===== config.mk =====
export PLATFORM = sky130hd
export DESIGN_NAME = phy_pwr_sleep_ctl
export DESIGN_NICKNAME = d
export VERILOG_FILES = /design/src/rtl/phy_pwr_pkg.sv /design/src/rtl/phy_pwr_en_sel.sv /design/src/rtl/phy_pwr_tick.sv /design/src/rtl/phy_pwr_timer.sv /design/src/rtl/phy_pwr_fsm.sv /design/src/rtl/phy_pwr_sleep_ctl.sv
export SDC_FILE = /design/constraint.sdc
export NUM_CORES = 1
export LEC_CHECK = 0
export BUFFER_PORTS_ARGS = -buffer_cell sky130_fd_sc_hd__buf_2
export CAP_MARGIN = 20
export CORE_MARGIN = 1.5
export CORE_UTILIZATION = 53
export CTS_CLUSTER_SIZE = 10
export DETAILED_ROUTE_END_ITERATION = 10
export PLACE_DENSITY = 0.75
export SLEW_MARGIN = 20
export SYNTH_ARGS = -nofsm -noshare
export SYNTH_HDL_FRONTEND = slang
export SYNTH_SLANG_ARGS = --single-unit

===== constraint.sdc =====
create_clock -name clk -period 2.4 [get_ports clk]
set_clock_uncertainty 0.15 [all_clocks]
set_input_delay 0.48 -clock clk [delete_from_list [all_inputs] [get_ports clk]]
set_output_delay 0.48 -clock clk [all_outputs]
set_load 0.03 [all_outputs]

===== src/rtl/phy_pwr_pkg.sv =====
package phy_pwr_pkg;

   typedef enum logic [1:0] {
      PS_ACTIVE  = 2'd0,
      PS_SLEEP   = 2'd1,
      PS_LINKCHK = 2'd2,
      PS_PDOWN   = 2'd3
   } pwr_state_e;

endpackage


===== src/rtl/phy_pwr_en_sel.sv =====
module phy_pwr_en_sel #(
   parameter bit ALLOW_REG_OVERRIDE = 1'b1
) (
   input  logic pin_en_i,
   input  logic managed_i,
   input  logic reg_en_i,
   output logic en_o
);

   generate
      if (ALLOW_REG_OVERRIDE) begin : g_override
         // managed mode hands control to the register bit
         assign en_o = managed_i ? reg_en_i : pin_en_i;
      end else begin : g_pin_only
         logic unused_sel;
         assign unused_sel = managed_i ^ reg_en_i;
         assign en_o = pin_en_i;
      end
   endgenerate

endmodule


===== src/rtl/phy_pwr_tick.sv =====
module phy_pwr_tick #(
   parameter int unsigned TICK_DIV = 125000
) (
   input  logic clk,
   input  logic rst_n,
   input  logic clr_i,
   output logic tick_o
);

   generate
      if (TICK_DIV < 1) begin : g_bad_div
         $error("phy_pwr_tick: TICK_DIV must be at least 1");
      end

      if (TICK_DIV == 1) begin : g_every_cycle
         logic unused_in;
         assign unused_in = clr_i ^ rst_n;
         assign tick_o = 1'b1;
      end else begin : g_divider
         localparam int unsigned CW = $clog2(TICK_DIV);
         localparam logic [CW-1:0] LAST = CW'(TICK_DIV - 1);
         logic [CW-1:0] cnt_q;

         assign tick_o = (cnt_q == LAST);

         always_ff @(posedge clk or negedge rst_n) begin
            if (!rst_n)      cnt_q <= '0;
            else if (clr_i)  cnt_q <= '0;
            else if (tick_o) cnt_q <= '0;
            else             cnt_q <= cnt_q + 1'b1;
         end

         assert_div_range_R2: assert property (@(posedge clk) disable iff (!rst_n)
            cnt_q <= LAST);
      end
   endgenerate

endmodule


===== src/rtl/phy_pwr_timer.sv =====
module phy_pwr_timer #(
   parameter int unsigned TICK_DIV  = 125000,
   parameter int unsigned TMO_BASE  = 1000,
   parameter int unsigned TMO_STEP  = 680
) (
   input  logic       clk,
   input  logic       rst_n,
   input  logic       clr_i,
   input  logic [1:0] code_i,
   output logic       expired_o
);

   localparam int unsigned LIMIT_MAX = TMO_BASE + 3 * TMO_STEP;
   localparam int unsigned W         = $clog2(LIMIT_MAX + 1);
   localparam logic [W-1:0] BASE_W   = W'(TMO_BASE);
   localparam logic [W-1:0] STEP_W   = W'(TMO_STEP);
   localparam logic [W-1:0] MAX_W    = W'(LIMIT_MAX);

   generate
      if (TMO_BASE < 1) begin : g_bad_base
         $error("phy_pwr_timer: TMO_BASE must be at least 1");
      end
      if (TMO_STEP < 1) begin : g_bad_step
         $error("phy_pwr_timer: TMO_STEP must be at least 1");
      end
   endgenerate

   logic         tick;
   logic [W-1:0] ticks_q;
   logic [W-1:0] limit;

   phy_pwr_tick #(.TICK_DIV(TICK_DIV)) u_tick (
      .clk    (clk),
      .rst_n  (rst_n),
      .clr_i  (clr_i),
      .tick_o (tick)
   );

   // ascending table: base plus one step per code value
   assign limit     = BASE_W + STEP_W * {{(W-2){1'b0}}, code_i};
   assign expired_o = (ticks_q >= limit);

   always_ff @(posedge clk or negedge rst_n) begin
      if (!rst_n)                      ticks_q <= '0;
      else if (clr_i)                  ticks_q <= '0;
      else if (tick && ticks_q < MAX_W) ticks_q <= ticks_q + 1'b1;
   end

   assert_no_overflow_R3: assert property (@(posedge clk) disable iff (!rst_n)
      ticks_q <= MAX_W);

   assert_restart_R4: assert property (@(posedge clk) disable iff (!rst_n)
      clr_i |=> (ticks_q == '0));

endmodule


===== src/rtl/phy_pwr_fsm.sv =====
module phy_pwr_fsm
   import phy_pwr_pkg::*;
(
   input  logic       clk,
   input  logic       rst_n,
   input  logic       eligible_i,
   input  logic       energy_i,
   input  logic       link_up_i,
   input  logic       expired_i,
   output pwr_state_e state_o,
   output logic       timer_clr_o
);

   pwr_state_e state_q, state_d;

   always_comb begin
      state_d     = state_q;
      timer_clr_o = 1'b0;
      if (!eligible_i) begin
         state_d     = PS_ACTIVE;
         timer_clr_o = 1'b1;
      end else begin
         unique case (state_q)
            PS_ACTIVE: begin
               if (energy_i) begin
                  timer_clr_o = 1'b1;
               end else if (expired_i) begin
                  state_d     = PS_SLEEP;
                  timer_clr_o = 1'b1;
               end
            end
            PS_SLEEP: begin
               timer_clr_o = 1'b1;
               if (energy_i) state_d = PS_LINKCHK;
            end
            PS_LINKCHK: begin
               // line energy is irrelevant here; only link or timeout matter
               if (link_up_i) begin
                  state_d     = PS_ACTIVE;
                  timer_clr_o = 1'b1;
               end else if (expired_i) begin
                  state_d     = PS_SLEEP;
                  timer_clr_o = 1'b1;
               end
            end
            default: begin
               state_d     = PS_ACTIVE;
               timer_clr_o = 1'b1;
            end
         endcase
      end
   end

   always_ff @(posedge clk or negedge rst_n) begin
      if (!rst_n) state_q <= PS_ACTIVE;
      else        state_q <= state_d;
   end

   assign state_o = state_q;

   assert_ineligible_active_R8: assert property (@(posedge clk) disable iff (!rst_n)
      !eligible_i |=> (state_q == PS_ACTIVE));

   assert_sleep_after_idle_R2: assert property (@(posedge clk) disable iff (!rst_n)
      (state_q == PS_SLEEP && $past(state_q) == PS_ACTIVE) |-> $past(expired_i && !energy_i));

   assert_wake_to_check_R5: assert property (@(posedge clk) disable iff (!rst_n)
      (state_q == PS_SLEEP && eligible_i && energy_i) |=> (state_q == PS_LINKCHK));

   assert_link_to_active_R7: assert property (@(posedge clk) disable iff (!rst_n)
      (state_q == PS_LINKCHK && eligible_i && link_up_i) |=> (state_q == PS_ACTIVE));

endmodule


===== src/rtl/phy_pwr_sleep_ctl.sv =====
module phy_pwr_sleep_ctl
   import phy_pwr_pkg::*;
#(
   parameter int unsigned TICK_DIV           = 125000,
   parameter int unsigned TMO_BASE           = 1000,
   parameter int unsigned TMO_STEP           = 680,
   parameter bit          ALLOW_REG_OVERRIDE = 1'b1
) (
   input  logic       clk,
   input  logic       rst_n,
   input  logic       sleep_pin_i,
   input  logic       managed_i,
   input  logic       reg_sleep_en_i,
   input  logic       reg_pdown_i,
   input  logic [1:0] tmo_sel_i,
   input  logic       fiber_i,
   input  logic       energy_i,
   input  logic       link_up_i,
   output logic       port_en_o,
   output logic       low_power_o,
   output logic       mgmt_avail_o,
   output logic [1:0] pwr_state_o
);

   logic       sleep_en;
   logic       eligible;
   logic       expired;
   logic       timer_clr;
   pwr_state_e fsm_state;
   logic       mgmt_q;

   phy_pwr_en_sel #(.ALLOW_REG_OVERRIDE(ALLOW_REG_OVERRIDE)) u_en_sel (
      .pin_en_i  (sleep_pin_i),
      .managed_i (managed_i),
      .reg_en_i  (reg_sleep_en_i),
      .en_o      (sleep_en)
   );

   assign eligible = sleep_en & ~fiber_i & ~reg_pdown_i;

   phy_pwr_timer #(
      .TICK_DIV (TICK_DIV),
      .TMO_BASE (TMO_BASE),
      .TMO_STEP (TMO_STEP)
   ) u_timer (
      .clk       (clk),
      .rst_n     (rst_n),
      .clr_i     (timer_clr),
      .code_i    (tmo_sel_i),
      .expired_o (expired)
   );

   phy_pwr_fsm u_fsm (
      .clk         (clk),
      .rst_n       (rst_n),
      .eligible_i  (eligible),
      .energy_i    (energy_i),
      .link_up_i   (link_up_i),
      .expired_i   (expired),
      .state_o     (fsm_state),
      .timer_clr_o (timer_clr)
   );

   always_ff @(posedge clk or negedge rst_n) begin
      if (!rst_n) mgmt_q <= 1'b0;
      else        mgmt_q <= 1'b1;
   end

   assign mgmt_avail_o = mgmt_q;
   assign pwr_state_o  = reg_pdown_i ? PS_PDOWN : fsm_state;
   assign port_en_o    = ~reg_pdown_i & (fsm_state != PS_SLEEP);
   assign low_power_o  = reg_pdown_i | (fsm_state == PS_SLEEP);

   assert_mgmt_in_low_power_R10: assert property (@(posedge clk) disable iff (!rst_n)
      (low_power_o && $past(rst_n)) |-> mgmt_avail_o);

   assert_pdown_shuts_port_R9: assert property (@(posedge clk) disable iff (!rst_n)
      reg_pdown_i |-> (!port_en_o && pwr_state_o == 2'd3));

   assert_port_vs_power_R11: assert property (@(posedge clk) disable iff (!rst_n)
      port_en_o != low_power_o);

endmodule


==> results.sh <==
export IMPL_max_slew_worst_pin_slew_ns=0.703
export IMPL_drive_gt1_share_pct=18.0
export IMPL_syn_avg_cell_area_sq_um=9.48
export IMPL_layout_core_utilization_pct=64.3
export IMPL_grt_util_all_layers_pct=20.9
export IMPL_synth_edff_count=0
export IMPL_p_per_area_mw_per_mm2=408
export IMPL_cts_hold_fix_buffers=0
export IMPL_worstPathMaxFanout=5
export IMPL_fin_crit_ns=2.24
export IMPL_synth_warnings=0
export IMPL_final_cell_mix="sky130_fd_sc_hd__dfrtp_1 (32), sky130_fd_sc_hd__nor2_1 (27), sky130_fd_sc_hd__xnor2_1 (16), sky130_fd_sc_hd__ha_1 (16), sky130_fd_sc_hd__buf_2 (15)"
export IMPL_synth_largest_area_cell="sky130_fd_sc_hd__dfrtp_1"
export IMPL_register_clock_pin_slew_on_the_reported_worst_setup_and_hold_paths_ns=0.10
export IMPL_net_switching_power_w=0.000223
export IMPL_timing_hold_worst_class="input port to asynchronous set/reset pin"
export IMPL_post_cts_setup_buffer_count=0
export IMPL_worstSkewPairLatency_ns=0.33
export IMPL_io_pins=16
export IMPL_drt_antenna_violating_nets=0
export IMPL_setup_violations_final=0
export IMPL_postSynthRegisterBits=32
export IMPL_horizontal_extent_of_the_die_um=63.6
export IMPL_detailedRoute_firstPassIterationCount=4
export IMPL_drc_errors=0
export IMPL_syn_inst=205
export IMPL_maxCapViolCount=0
export IMPL_regToRegStartpoint="u_timer.u_tick.g_divider.cnt_q[12]"
export IMPL_clkPwrFrac_pct=32.1
export IMPL_start_util_pct=56.9
export IMPL_area_growth_pct=13.0
export IMPL_clockBufferDepth=2
export IMPL_critPathRequiredTime_ns=2.51
export IMPL_layoutNonFillerInstCount=279
export IMPL_status="completed"
export IMPL_antenna_found_initial=0
export IMPL_p_comb_share_pct=7.6
export IMPL_power_leakage_nw=0.912
export IMPL_mappedNetlistArea_sq_mm=0.00194
export IMPL_netlist_top_cells_area="sky130_fd_sc_hd__dfrtp_1 (41%), sky130_fd_sc_hd__ha_1 (10%), sky130_fd_sc_hd__xnor2_1 (7.2%)"
export IMPL_globalRouteOverflowTotal=0
export IMPL_cts_tree="built"
export IMPL_cp_startpoint_kind="register"
export IMPL_clock_root_buffer="sky130_fd_sc_hd__clkbuf_4"
export IMPL_fmaxAchievable_mhz=446
export IMPL_detailedRoute_firstIterationViolations=78
export IMPL_detail_route_wl_per_cell_um=13.3
export IMPL_finalMaxSlewViolations=0
export IMPL_vdd_drop_max_v=0.000360
export IMPL_cts_sinks=32
export IMPL_drt_wl_total_um=3710
export IMPL_maxSlewHeadroom_pct=53.1
export IMPL_total_placed_instance_area_sq_mm=0.00215
export IMPL_hpwlAfterDp_um=2690
export IMPL_synth_async_sr_flop_share_pct=100
export IMPL_reg2reg_slack_ns=0.16
export IMPL_intPower_w=0.000673
export IMPL_rows=21
export IMPL_yosys_cell_types_count=40
export IMPL_cts_inserted_buffers=5
export IMPL_rsz_0062_raised_after_global_routing="no"
export IMPL_die_h_um=63.6
export IMPL_total_design_power_w=0.000896
export IMPL_fin_crit_sh_pct=93.3
export IMPL_die_area_sq_mm=0.00404
export IMPL_first_global_vias=1473
export IMPL_gp_congestion=0.790
export IMPL_mappedNetlistNets=232
export IMPL_fin_setup_tns_ns=0
export IMPL_worst_setup_path_end_kind="register"
export IMPL_avgViaCountPerCell=5.54
export IMPL_design_final_nets=260
export IMPL_worst_r2r_endpoint="u_timer.ticks_q[7]"
export IMPL_criticalPathCategory="register to register"
export IMPL_layout_cells_most_common="sky130_fd_sc_hd__dfrtp_1"
export IMPL_grt_max_degree=33
export IMPL_antenna_cells=0
export IMPL_htree_levels=2
export IMPL_grt_first_pass_wirelength_um=6670
export IMPL_design_core_area_sq_mm=0.00342
export IMPL_power_switching_fraction_pct=24.9
export IMPL_cts_resized=0
export IMPL_depth_of_the_worst_register_to_register_path=5
export IMPL_crit_arrival_ns=2.35
export IMPL_route_vias_total=1547
export IMPL_io_buffers=15
export IMPL_synth_yosys_seq_area_share_pct=41.2
export IMPL_power_frac_seq_pct=60.3
export IMPL_inst_count_dp=272
export IMPL_synth_flop_cell="sky130_fd_sc_hd__dfrtp_1"
export IMPL_timing_final_hold_violations=0
export IMPL_fin_area_sq_mm=0.00220
export IMPL_synth_top_area_share_pct=41.2
metal layers:
| metal | global-route usage (%) | up-vias | wire length (um) |
|---|---|---|---|
| li1 | - | 778 | - |
| met1 | 29.7 | 723 | 1860 |
| met2 | 32.4 | 42 | 1630 |
| met3 | 4.82 | 4 | 187 |
| met4 | 4.89 | 0 | 31 |
| met5 | 0 | - | 0 |
synthesized netlist by cell type, drive strengths merged (2+ instances only):
master and number:
and4 4, or3 4, nor2b 2, nand2 12
ha 16, xnor2 16, or2 3, nand4 6
and3 3, dfrtp 32, and4bb 2, xor2 6
mux2i 2, clkbuf 2, nand3 13, inv 10
a21oi 7, nor4 5, or4 2, nor2 27
o21ai 6, buf 3, nor3 13
worst max-delay path by stage:
stage	startpoint	to
after floorplan	tmo_sel_i[0]	u_timer.ticks_q[11]
after global placement	tmo_sel_i[0]	u_timer.u_tick.g_divider.cnt_q[11]
after detailed placement	tmo_sel_i[0]	u_timer.u_tick.g_divider.cnt_q[14]
after CTS	u_timer.u_tick.g_divider.cnt_q[12]	u_timer.ticks_q[7]
after global routing	u_timer.ticks_q[3]	u_timer.u_tick.g_divider.cnt_q[14]
final	u_timer.u_tick.g_divider.cnt_q[12]	u_timer.ticks_q[7]
layout make-up:
cell class                      instances  area [sq um]
Timing Repair Buffer                   26           170
Tap cell                               46          57.6
Clock inverter                          1          5.00
Clock buffer                            6          41.3
Inverter                               10          37.5
Fill cell                             288          1220
Sequential cell                        32           801
Multi-Input combinational cell        158          1080
sequential cells by signal, indices dropped and copies added (netlist names):
register / count
mgmt_avail_o: 1
u_timer.u_tick.g_divider.cnt_q: 17
u_fsm.state_o: 2
u_timer.ticks_q: 12
kinds of logic after synthesis:
family	Yosys count	synth area share, %
AOI/OAI and AO/OA	18	5.67
xor gates and xnor gates	22	9.92
adders and majority gates	16	10.3
buffers and inverters	15	3.03
DFF	32	41.2
muxes	2	1.03
other	1	0.193
and+or+nand+nor	99	28.7
power by group through the flow:
| stage | clock [W] | combinational [W] | sequential [W] |
|---|---|---|---|
| after CTS | 0.000297 | 0.0000698 | 0.000541 |
| after global routing | 0.000318 | 0.0000784 | 0.000541 |
| after global placement | 0 | 0.0000679 | 0.000551 |
| final | 0.000288 | 0.0000680 | 0.000541 |
| after detailed placement | 0 | 0.0000694 | 0.000551 |
| after floorplan | 0 | 0.0000331 | 0.000553 |
per-stage QoR:
| step | hold slack [ns] | worst slack [ns] |
|---|---|---|
| after floorplan | 0.0344 | 0.000453 |
| after global placement | 0.316 | -0.0248 |
| after detailed placement | 0.325 | -0.159 |
| after CTS | 0.0642 | 0.152 |
| after global routing | 0.0943 | 0.00282 |
| final | 0.0356 | 0.160 |
critical path: stages (launching register included):
cell and delay, ns:
sky130_fd_sc_hd__dfrtp_1 0.47, sky130_fd_sc_hd__nor4_4 0.39, sky130_fd_sc_hd__nand4_4 0.13, sky130_fd_sc_hd__or4_4 0.56, sky130_fd_sc_hd__or3_1 0.32, sky130_fd_sc_hd__a21oi_1 0.15
No activity file was read; power rests on OpenSTA's default activity.
